--- src/rtl/pgwalk_pkg.sv ---
package pgwalk_pkg;
  localparam int AW = 32;
  // decoded control and descriptor bit positions
  localparam int D_VALID_BIT = 1;
  localparam int D_WP_BIT    = 2;
  localparam int D_SUPER_BIT = 7;

  typedef enum logic [2:0] {
    ST_IDLE, ST_ROOT, ST_PTR, ST_PAGE, ST_IND, ST_DONE
  } walk_st_e;

  typedef enum logic [1:0] {
    FK_NONE    = 2'd0,
    FK_INVALID = 2'd1,
    FK_WPROT   = 2'd2,
    FK_PRIV    = 2'd3
  } fault_kind_e;
endpackage

--- src/rtl/pgwalk_addr.sv ---
module pgwalk_addr #(
  parameter int AW               = 32,
  parameter int ROOT_IDX_W       = 7,
  parameter int PTR_IDX_W        = 7,
  parameter int PAGE_SHIFT_SMALL = 12
) (
  input  logic [AW-1:0] vaddr,
  input  logic [AW-1:0] root_base,
  input  logic [AW-1:0] desc,
  input  logic          big_page,
  output logic [AW-1:0] root_rd,
  output logic [AW-1:0] ptr_rd,
  output logic [AW-1:0] page_rd,
  output logic [AW-1:0] ind_rd,
  output logic [AW-1:0] phys
);
  localparam int DSH            = 2;  // 4-byte descriptors
  localparam int ROOT_LSB       = AW - ROOT_IDX_W;
  localparam int PTR_LSB        = ROOT_LSB - PTR_IDX_W;
  localparam int PAGE_SHIFT_BIG = PAGE_SHIFT_SMALL + 1;
  localparam int SM_IDX_W       = PTR_LSB - PAGE_SHIFT_SMALL;
  localparam int BG_IDX_W       = PTR_LSB - PAGE_SHIFT_BIG;
  localparam int PTR_ALIGN      = PTR_IDX_W + DSH;
  localparam int SM_ALIGN       = SM_IDX_W + DSH;
  localparam int BG_ALIGN       = BG_IDX_W + DSH;
  localparam logic [AW-1:0] ONES = '1;

  logic [ROOT_IDX_W-1:0] root_idx;
  logic [PTR_IDX_W-1:0]  ptr_idx;
  logic [SM_IDX_W-1:0]   sm_idx;
  logic [BG_IDX_W-1:0]   bg_idx;

  assign root_idx = vaddr[AW-1 -: ROOT_IDX_W];
  assign ptr_idx  = vaddr[ROOT_LSB-1 -: PTR_IDX_W];
  assign sm_idx   = vaddr[PTR_LSB-1 -: SM_IDX_W];
  assign bg_idx   = vaddr[PTR_LSB-1 -: BG_IDX_W];

  assign root_rd = root_base + (AW'(root_idx) << DSH);
  assign ptr_rd  = (desc & (ONES << PTR_ALIGN)) + (AW'(ptr_idx) << DSH);
  assign ind_rd  = desc & (ONES << DSH);

  always_comb begin
    if (big_page) begin
      page_rd = (desc & (ONES << BG_ALIGN)) + (AW'(bg_idx) << DSH);
      phys    = (desc & (ONES << PAGE_SHIFT_BIG)) | (vaddr & ~(ONES << PAGE_SHIFT_BIG));
    end else begin
      page_rd = (desc & (ONES << SM_ALIGN)) + (AW'(sm_idx) << DSH);
      phys    = (desc & (ONES << PAGE_SHIFT_SMALL)) | (vaddr & ~(ONES << PAGE_SHIFT_SMALL));
    end
  end
endmodule

--- src/rtl/pgwalk_page_judge.sv ---
module pgwalk_page_judge
  import pgwalk_pkg::*;
(
  input  logic [1:0]  dtype,
  input  logic        wp_bit,
  input  logic        super_bit,
  input  logic        wp_upper,
  input  logic        is_write,
  input  logic        is_sup,
  output logic        is_indirect,
  output logic        is_bad,
  output fault_kind_e prot_kind
);
  assign is_indirect = (dtype == 2'd2);
  assign is_bad      = (dtype == 2'd0);

  always_comb begin
    if (is_write && (wp_bit || wp_upper))  prot_kind = FK_WPROT;
    else if (super_bit && !is_sup)         prot_kind = FK_PRIV;
    else                                   prot_kind = FK_NONE;
  end
endmodule

--- src/rtl/pgwalk_fcap.sv ---
module pgwalk_fcap #(
  parameter int AW = 32
) (
  input  logic          clk,
  input  logic          rst,
  input  logic          ev,
  input  logic [AW-1:0] ev_vaddr,
  input  logic          clr,
  output logic          pending,
  output logic [AW-1:0] vaddr
);
  always_ff @(posedge clk) begin
    if (rst) begin
      pending <= 1'b0;
      vaddr   <= '0;
    end else begin
      if (ev) pending <= 1'b1;
      else if (clr) pending <= 1'b0;
      if (ev && (!pending || clr)) vaddr <= ev_vaddr;
    end
  end


  fcap_hold_chk: assert property (@(posedge clk) disable iff (rst)
    pending && !clr |=> pending && $stable(vaddr));

  fcap_first_chk: assert property (@(posedge clk) disable iff (rst)
    ev && !pending |=> pending && vaddr == $past(ev_vaddr));
endmodule

--- src/rtl/pgwalk_top.sv ---
module pgwalk_top
  import pgwalk_pkg::*;
#(
  parameter int IND_LIMIT        = 4,
  parameter int ROOT_IDX_W       = 7,
  parameter int PTR_IDX_W        = 7,
  parameter int PAGE_SHIFT_SMALL = 12
) (
  input  logic          clk,
  input  logic          rst,
  input  logic          pg_enable,
  input  logic          pg_big,
  input  logic [AW-1:0] sup_root,
  input  logic [AW-1:0] usr_root,
  input  logic          req_valid,
  output logic          req_ready,
  input  logic [AW-1:0] req_vaddr,
  input  logic          req_supervisor,
  input  logic          req_write,
  input  logic          req_probe,
  input  logic          window_hit,
  output logic          mem_req,
  output logic [AW-1:0] mem_addr,
  input  logic          mem_ack,
  input  logic [AW-1:0] mem_rdata,
  output logic          done,
  output logic [AW-1:0] paddr,
  output logic          fault,
  output logic [1:0]    fault_kind,
  input  logic          fault_clr,
  output logic          fault_pending,
  output logic [AW-1:0] fault_vaddr
);
  localparam int CNT_W = $clog2(IND_LIMIT + 1);

  walk_st_e    st, st_n;
  logic [AW-1:0] va_q, maddr_n, fin_pa;
  logic        sup_q, wr_q, probe_q, big_q;
  logic        wp_q, wp_n, mreq_n, fin;
  logic [CNT_W-1:0] cnt_q, cnt_n;
  fault_kind_e fin_kind, kind_q;

  logic [AW-1:0] va_sel, root_sel;
  logic        big_sel;
  logic [AW-1:0] root_rd, ptr_rd, page_rd, ind_rd, phys;
  logic        pg_indirect, pg_bad;
  fault_kind_e pg_prot;

  assign va_sel   = (st == ST_IDLE) ? req_vaddr : va_q;
  assign big_sel  = (st == ST_IDLE) ? pg_big : big_q;
  assign root_sel = req_supervisor ? sup_root : usr_root;

  pgwalk_addr #(
    .AW(AW), .ROOT_IDX_W(ROOT_IDX_W), .PTR_IDX_W(PTR_IDX_W),
    .PAGE_SHIFT_SMALL(PAGE_SHIFT_SMALL)
  ) u_addr (
    .vaddr(va_sel), .root_base(root_sel), .desc(mem_rdata), .big_page(big_sel),
    .root_rd(root_rd), .ptr_rd(ptr_rd), .page_rd(page_rd), .ind_rd(ind_rd),
    .phys(phys)
  );

  pgwalk_page_judge u_judge (
    .dtype(mem_rdata[1:0]), .wp_bit(mem_rdata[D_WP_BIT]),
    .super_bit(mem_rdata[D_SUPER_BIT]), .wp_upper(wp_q),
    .is_write(wr_q), .is_sup(sup_q),
    .is_indirect(pg_indirect), .is_bad(pg_bad), .prot_kind(pg_prot)
  );

  always_comb begin
    st_n     = st;
    maddr_n  = mem_addr;
    mreq_n   = mem_req;
    wp_n     = wp_q;
    cnt_n    = cnt_q;
    fin      = 1'b0;
    fin_pa   = va_q;
    fin_kind = FK_NONE;
    case (st)
      ST_IDLE: if (req_valid) begin
        if (window_hit || !pg_enable) begin
          fin    = 1'b1;
          fin_pa = req_vaddr;
        end else begin
          st_n    = ST_ROOT;
          mreq_n  = 1'b1;
          maddr_n = root_rd;
          wp_n    = 1'b0;
        end
      end
      ST_ROOT: if (mem_ack) begin
        wp_n = mem_rdata[D_WP_BIT];
        if (!mem_rdata[D_VALID_BIT]) begin
          fin      = 1'b1;
          fin_kind = probe_q ? FK_NONE : FK_INVALID;
        end else begin
          st_n    = ST_PTR;
          maddr_n = ptr_rd;
        end
      end
      ST_PTR: if (mem_ack) begin
        wp_n = wp_q | mem_rdata[D_WP_BIT];
        if (wp_n && wr_q && !probe_q) begin
          fin      = 1'b1;
          fin_kind = FK_WPROT;
        end else if (!mem_rdata[D_VALID_BIT]) begin
          fin      = 1'b1;
          fin_kind = probe_q ? FK_NONE : FK_INVALID;
        end else begin
          st_n    = ST_PAGE;
          maddr_n = page_rd;
        end
      end
      ST_PAGE, ST_IND: if (mem_ack) begin
        if (pg_indirect) begin
          if (st == ST_IND && cnt_q == CNT_W'(IND_LIMIT)) begin
            fin      = 1'b1;
            fin_kind = probe_q ? FK_NONE : FK_INVALID;
          end else begin
            st_n    = ST_IND;
            maddr_n = ind_rd;
            cnt_n   = (st == ST_PAGE) ? CNT_W'(1) : cnt_q + CNT_W'(1);
          end
        end else if (probe_q) begin
          fin    = 1'b1;
          fin_pa = pg_bad ? va_q : phys;
        end else if (pg_prot != FK_NONE) begin
          fin      = 1'b1;
          fin_kind = pg_prot;
        end else if (pg_bad) begin
          fin      = 1'b1;
          fin_kind = FK_INVALID;
        end else begin
          fin    = 1'b1;
          fin_pa = phys;
        end
      end
      ST_DONE: st_n = ST_IDLE;
      default: st_n = ST_IDLE;
    endcase
    if (fin) begin
      st_n   = ST_DONE;
      mreq_n = 1'b0;
    end
  end

  always_ff @(posedge clk) begin
    if (rst) begin
      st       <= ST_IDLE;
      mem_req  <= 1'b0;
      mem_addr <= '0;
      wp_q     <= 1'b0;
      cnt_q    <= '0;
      va_q     <= '0;
      sup_q    <= 1'b0;
      wr_q     <= 1'b0;
      probe_q  <= 1'b0;
      big_q    <= 1'b0;
      done     <= 1'b0;
      paddr    <= '0;
      fault    <= 1'b0;
      kind_q   <= FK_NONE;
    end else begin
      st       <= st_n;
      mem_req  <= mreq_n;
      mem_addr <= maddr_n;
      wp_q     <= wp_n;
      cnt_q    <= cnt_n;
      done     <= fin;
      if (st == ST_IDLE && req_valid) begin
        va_q    <= req_vaddr;
        sup_q   <= req_supervisor;
        wr_q    <= req_write;
        probe_q <= req_probe;
        big_q   <= pg_big;
      end
      if (fin) begin
        paddr  <= fin_pa;
        fault  <= (fin_kind != FK_NONE);
        kind_q <= fin_kind;
      end
    end
  end

  assign req_ready  = (st == ST_IDLE);
  assign fault_kind = kind_q;

  pgwalk_fcap #(.AW(AW)) u_fcap (
    .clk(clk), .rst(rst), .ev(fin && fin_kind != FK_NONE), .ev_vaddr(va_q),
    .clr(fault_clr), .pending(fault_pending), .vaddr(fault_vaddr)
  );


  mem_hold_chk: assert property (@(posedge clk) disable iff (rst)
    mem_req && !mem_ack |=> mem_req && $stable(mem_addr));

  busy_ready_chk: assert property (@(posedge clk) disable iff (rst)
    mem_req |-> !req_ready);

  done_pulse_chk: assert property (@(posedge clk) disable iff (rst)
    done |=> !done);

  probe_quiet_chk: assert property (@(posedge clk) disable iff (rst)
    done && probe_q |-> !fault);

  fault_kind_chk: assert property (@(posedge clk) disable iff (rst)
    done |-> (fault == (fault_kind != 2'd0)));
endmodule

--- config.mk ---
export PLATFORM = sky130hd
export DESIGN_NAME = pgwalk_top
export DESIGN_NICKNAME = d
export VERILOG_FILES = /design/src/rtl/pgwalk_pkg.sv /design/src/rtl/pgwalk_addr.sv /design/src/rtl/pgwalk_page_judge.sv /design/src/rtl/pgwalk_fcap.sv /design/src/rtl/pgwalk_top.sv
export SDC_FILE = /design/constraint.sdc
export NUM_CORES = 1
export LEC_CHECK = 0
export CAP_MARGIN = 20
export CORE_ASPECT_RATIO = 1.1
export CORE_UTILIZATION = 50
export CTS_CLUSTER_SIZE = 10
export DETAILED_ROUTE_END_ITERATION = 6
export DONT_BUFFER_PORTS = 1
export PLACE_DENSITY = 0.74
export SLEW_MARGIN = 10
export SYNTH_ARGS = -nofsm -noshare
export SYNTH_HDL_FRONTEND = slang
export SYNTH_SLANG_ARGS = --single-unit
--- constraint.sdc ---
create_clock -name clk -period 7.55 [get_ports clk]
set_input_delay 0.755 -clock clk [delete_from_list [all_inputs] [get_ports clk]]
set_output_delay 0.755 -clock clk [all_outputs]
set_load 0.05 [all_outputs]
### Word-level counts from Yosys, hierarchy flattened

Cells that the tools add are included.

| word-level totals | value |
|---|---|
| input port bits | 139 |
| bits in registers | 145 |
| logic and storage cells | 151 |

| operators by class | value |
|---|---|
| bitwise logic cells | 5 |
| eq/ne operators | 26 |
| mux-type cells | 68 |
| reductions and logical operators | 30 |
| add/sub/neg operators | 5 |

Operators with widths:

| kind | count |
|---|---|
| 32-bit two-way mux | 21 |
| 32-bit case mux with 4 select lines | 1 |
| 32-bit by 9-bit adder with 32-bit output | 2 |
| 32-bit case mux with 2 select lines | 1 |
| 3-bit two-way mux | 12 |
| 32-bit by 7-bit adder with 32-bit output | 1 |
| 32-bit by 8-bit adder with 32-bit output | 1 |
| 32-bit by 12-bit bitwise OR with 32-bit output | 1 |
| 32-bit by 13-bit bitwise OR with 32-bit output | 1 |
| 3-bit inequality test, second input constant | 9 |
| 1-bit two-way mux | 21 |
| 2-bit inequality test, second input constant | 10 |
| 10-bit AND reduction | 2 |
| 2-bit two-way mux | 8 |
| 3-bit case mux with 4 select lines | 1 |
| 11-bit AND reduction | 1 |
| 1-bit logical AND | 8 |
| 3-bit by 2-bit equality test with 1-bit output, second input constant | 2 |
| 3-bit equality test, second input constant | 2 |
| 2-bit case mux with 3 select lines | 1 |
| 2-bit nonzero test | 3 |
| 5-bit AND reduction | 1 |
| 1-bit logical NOT | 4 |
| 1-bit case mux with 4 select lines | 1 |
| other kinds (15) | 19 |

### Longest topological paths before layout

| logic depth | value |
|---|---|
| depth after elaboration | 13 |
| mapped depth | 16 |
| gate-level depth less buffers | 14 |

### By module

From an unflattened synthesis, not the netlist that was laid out.

| second synthesis, totals | value |
|---|---|
| cells, all modules | 1,180 |
| area total of the unflattened synthesis | 10,652.7 um^2 |

Modules (own cells, without submodules):

| module | seq. area each (um^2) | times used | cells an instance | area each (um^2) |
|---|---|---|---|---|
| pgwalk_top | 2,242.2 | 1 | 782 | 7,225.7 |
| pgwalk_addr | 0.0 | 1 | 249 | 1,905.6 |
| pgwalk_fcap | 660.6 | 1 | 143 | 1,485.2 |
| pgwalk_page_judge | 0.0 | 1 | 6 | 36.3 |

### Least setup slack after synthesis

Ideal clock, no wire load.

| path | value |
|---|---|
| path kind | input port to flip-flop |
| start | in req_supervisor |
| end | reg mem_addr[31] |
| slack | 3.118 ns |
| data required time | 7.435 ns |
| buffers on the path | 4 |
| arrival time | 4.318 ns |
| stages | 13 |
| cells stage by stage | clkbuf_1 > clkbuf_1 > buf_2 > buf_1 > mux2_2 > ha_1 > and2_1 > a221o_1 > o211ai_1 > a2111o_1 > nor3_1 > xor2_1 > a2111oi_0 |

| between the ends | value |
|---|---|
| word-level cells in the longest chain between the ends | 5 |

RTL lines:

| element | line | source |
|---|---|---|
| start, declared | pgwalk_top.sv:18 | `input logic req_supervisor,` |
| 32-bit two-way mux | pgwalk_top.sv:51 | `assign root_sel = req_supervisor ? sup_root : usr_root;` |
| 32-bit by 9-bit adder with 32-bit output | pgwalk_addr.sv:38 | `assign root_rd = root_base + (AW'(root_idx) << DSH);` |
| 32-bit two-way mux | pgwalk_top.sv:80 | `if (window_hit \|\| !pg_enable) begin` |
| 32-bit two-way mux | pgwalk_top.sv:79 | `ST_IDLE: if (req_valid) begin` |
| 32-bit case mux with 4 select lines | pgwalk_top.sv:78 | `case (st)` |
| end signal, assigned | pgwalk_top.sv:165 | `mem_addr <= maddr_n;` |
| end, declared | pgwalk_top.sv:23 | `output logic [AW-1:0] mem_addr,` |

Every way passes these cells. The select of a mux whose other input is x is not followed.
A chain may end at the register's enable or synchronous reset.

### Worst setup path in the final report

| path | value |
|---|---|
| start | reg st[0] |
| end | reg mem_addr[31] |

| between the ends | value |
|---|---|
| word-level cells in the longest chain between the ends | 8 |
| elaborated cells on any way between the ends | 34 |
| those cells by class | add/sub (4); eq/ne (14); mux (11); reduce/logical (5) |

RTL lines:

| element | line | source |
|---|---|---|
| start, declared | pgwalk_top.sv:36 | `walk_st_e st, st_n;` |
| start signal, assigned | pgwalk_top.sv:163 | `st <= st_n;` |
| 3-bit logical NOT (*) | -- |  |
| via req_ready | pgwalk_top.sv:16 | `output logic req_ready,` |
| 32-bit two-way mux | pgwalk_top.sv:49 | `assign va_sel = (st == ST_IDLE) ? req_vaddr : va_q;` |
| 32-bit by 8-bit adder with 32-bit output / 32-bit by 7-bit adder with 32-bit output (equally long branches) | pgwalk_addr.sv:47, pgwalk_addr.sv:44 |  |
| 32-bit two-way mux | pgwalk_addr.sv:43 | `if (big_page) begin` |
| 32-bit two-way mux | pgwalk_top.sv:105 | `end else if (!mem_rdata[D_VALID_BIT]) begin` |
| 32-bit two-way mux | pgwalk_top.sv:102 | `if (wp_n && wr_q && !probe_q) begin` |
| 32-bit two-way mux | pgwalk_top.sv:100 | `ST_PTR: if (mem_ack) begin` |
| 32-bit case mux with 4 select lines | pgwalk_top.sv:78 |  |

Mark *: on every way through the listed nets, which the timed path passes. The rest lies on a longest branch. The select of a mux whose other input is x is not followed.

==> flow_metrics.py <==
metrics = {
    "clocking": {
        "clkSlewWorstSetupHoldPaths_ns": 0.07,
        "cts-root-buf": "clkbuf_16",
        "clock-sinks": 145,
        "clk_latency_ns": 0.43,
        "cts_buffer_depth": 2,
        "ctsResizeCount": 0,
        "hold_buffers": 0,
        "cts_tree": "built",
        "htreeDepth": 4,
        "cts_made_buffers": 17,
        "post_cts_buffers": 0,
    },
    "detailed_routing": {
        "final_antenna_net_count": 0,
        "drc": 0,
        "wl_per_cell_um": 20.92,
        "routed_wirelength_mm": 23.12,
        "vias": 6930,
        "viasPerCell": 6.271,
        "drt-pass1-iter-count": 5,
        "drtIter0Drc": 523,
    },
    "placement": {
        "place_hpwl_mm": 16.67,
        "io_buffers": 0,
        "place_ws_ns": 2.632,
        "placed_area_mm2": 0.007662,
        "gp_congestion": 0.9052,
    },
    "floorplan": {
        "initial_core_util": 0.5196,
        "num_rows": 46,
        "io_pins": 242,
        "die_w_um": 119.8,
        "core_mm2": 0.01468,
        "fp.dieArea_mm2": 0.01575,
        "die_height_um": 131.5,
    },
    "power": {
        "powerDensity_mw_per_mm2": 453.7,
        "p_leak_nw": 2.954,
        "ir_worst_vdd_mv": 0.1837,
    },
    "logic_synthesis": {
        "synth_top_flop_cell": "dfxtp_1",
        "yosysTopAreaCell": "dfxtp_1",
        "synthCells": 937,
        "synthArstFlopShare": 0,
        "synth_edf_count": 0,
        "ys_top_cells_by_area": "dfxtp_1 (38%), mux2i_1 (8.3%), nand2_1 (7.1%)",
        "synth_top_area_share": 0.3806,
        "synth-seq-cells": 145,
        "ys_seq_area_frac": 0.3806,
        "yosysWarningCount": 0,
        "synthesis.nets": 1086,
        "syn-cell-area_mm2": 0.007626,
        "synth.distinct_cells": 64,
        "synth_area_per_cell_um2": 8.139,
    },
    "min_path": {
        "worstHoldPathType": "in2reg",
    },
    "timing": {
        "setup_tns_ns": 0,
        "slew_violations": 0,
        "period_share": 0.6649,
        "clock_skew_ns": 0.01176,
        "max_freq_ghz": 0.1992,
        "setup_slack_ns": 2.530,
        "finalSetupViolations": 0,
        "rsz0062_at_grt": "no",
        "min_period_ns": 5.020,
        "hold_viol_final": 0,
        "worst_pin_slew_ns": 1.074,
        "max_slew_margin": 0.2816,
    },
    "global_routing": {
        "grt.overflow.total": 0,
        "grtUsageTotal": 0.2914,
        "antenna_found_initial": 0,
        "grt_pass1_vias": 6441,
        "grt_max_degree": 146,
        "grt_pass1_wl_mm": 35.51,
    },
    "setup_path": {
        "crit_top_cell": "and2_1",
        "crit_required_ns": 7.86,
        "endpoint_kind": "flop",
        "critical_path.max_fanout": 25,
        "crit_slowest_cell": "dfxtp_1",
        "slowest_delay_ns": 0.85,
        "crit_arrival_ns": 5.33,
        "critical_path.top_delay_family": "compound AO/OA/AOI/OAI gates",
        "critPathBufInv": 1,
        "critical_path_class": "reg2reg",
        "crit_chain": "nor2_1, nand2_1, inv_1, and2_1, a21o_1, ha_1, and2_1, a221o_1, o211ai_1, a2111o_1, nor3_1, xor2_1, a2111oi_0",
        "worstSetupStartpointType": "flop",
    },
    "layout": {
        "num-nets-final": 1049,
        "fillers": 1381,
        "drive_gt1_frac": 0.07886,
        "design_area_mm2": 0.008244,
        "area_growth_pct": 8.105,
        "diodes": 0,
        "multiInputGateArea_mm2": 0.004392,
        "regArea_mm2": 0.002903,
    },
    "outcome": {
        "status": "finished clean",
    },
    "run": {
        "maxCapViolCount": 0,
    },
}
## stage by stage
| step | util | power, mW | hold slack [ns] | std cells |
|---|---|---|---|---|
| after global routing | 0.5617 | 3.951 | 0.3706 | 1105 |
| after detailed placement | 0.5221 | 2.906 | 0.4472 | 1073 |
| after global placement | 0.5221 | 2.889 | 0.4417 | 1073 |
| after CTS | 0.5617 | 3.746 | 0.3772 | 1105 |
| after floorplan | - | 2.580 | 0.4329 | 937 |
| final | 0.5617 | 3.740 | 0.3882 | 1105 |
## final timing paths
path	end	cells after the start	from	slack, ns
max	mem_addr[31]$_SDFFE_PP0P_	13	st[0]$_SDFFE_PP0P_	2.53
min	va_q[10]$_SDFFE_PP0P_	1	rst	0.39
max reg2reg	mem_addr[31]$_SDFFE_PP0P_	13	st[0]$_SDFFE_PP0P_	2.53
min reg2reg	wr_q$_SDFFE_PP0P_	2	wr_q$_SDFFE_PP0P_	0.46
## kinds of logic after synthesis
family                   synth area share
AO/OA/AOI/OAI                      0.2121
XOR/XNOR                          0.01838
adder cells (fa/ha/maj)           0.01739
buffers and inverters             0.04496
flip-flops                         0.3806
multiplexers                       0.1181
AND/OR/NAND/NOR                    0.2084
## synth_stat cells (all sizes together) (11+ instances only)
library cell and instances:
or3 11, nor3 13, mux2 16, buf 20, nand3 30, inv 13, a311oi 21, a31oi 12
a22oi 25, a211oi 33, mux2i 63, o21ai 31, clkbuf 46, nand2 145, dfxtp 145, a21oi 83
nor2 109
## report_power, final
group / internal, mW / switching [mW] / total (mW)
Combinational: 0.454 / 0.826 / 1.28
Sequential: 0.955 / 0.672 / 1.63
Clock: 0.473 / 0.360 / 0.834
Total: 1.88 / 1.86 / 3.74
## worst reg2reg max path, stage by stage, from the launching register on
cell,delay [ns]
dfxtp_1,0.85
nor2_1,0.22
nand2_1,0.43
inv_1,0.51
and2_1,0.37
a21o_1,0.17
ha_1,0.34
and2_1,0.17
a221o_1,0.33
o211ai_1,0.53
a2111o_1,0.37
nor3_1,0.09
xor2_1,0.16
a2111oi_0,0.38
## metal layers
layer,vias up,GRT usage,part of all wire
met1,3209,0.3517,0.39
li1,3315,-,-
met2,365,0.4843,0.48
met3,41,0.08550,0.10
met5,-,0,0
met4,0,0.1104,0.025
## sequential cells by signal, indices dropped and copies added, names as in the netlist
name	flops
mem_addr	32
cnt_q	3
fault_kind	2
wr_q	1
wp_q	1
done	1
paddr	32
u_fcap.vaddr	32
st	3
u_fcap.pending	1
va_q	32
probe_q	1
fault	1
mem_req	1
sup_q	1
big_q	1
## final cells by class
class	instances	area share
multi-input combinational	712	0.5327
sequential	145	0.3521
clock buffer	18	0.05327
tap	192	0.02914
clock inverter	14	0.01730
timing repair buffer	10	0.009106
inverter	14	0.006374
## cells in the final DEF, fill, tap and decap left out, drive strengths merged, types with 13 or more instances in the layout
cell | synthesis | layout
a311oi | 21 | 21
a22oi | 25 | 25
inv | 13 | 21
a211oi | 33 | 33
dfxtp | 145 | 145
nor3 | 13 | 13
nor2 | 109 | 109
mux2 | 16 | 16
clkbuf | 46 | 18
a21oi | 83 | 83
nand2 | 145 | 145
mux2i | 63 | 63
nand3 | 30 | 30
o21ai | 31 | 31
No activity file was read; power rests on OpenSTA's default activity.
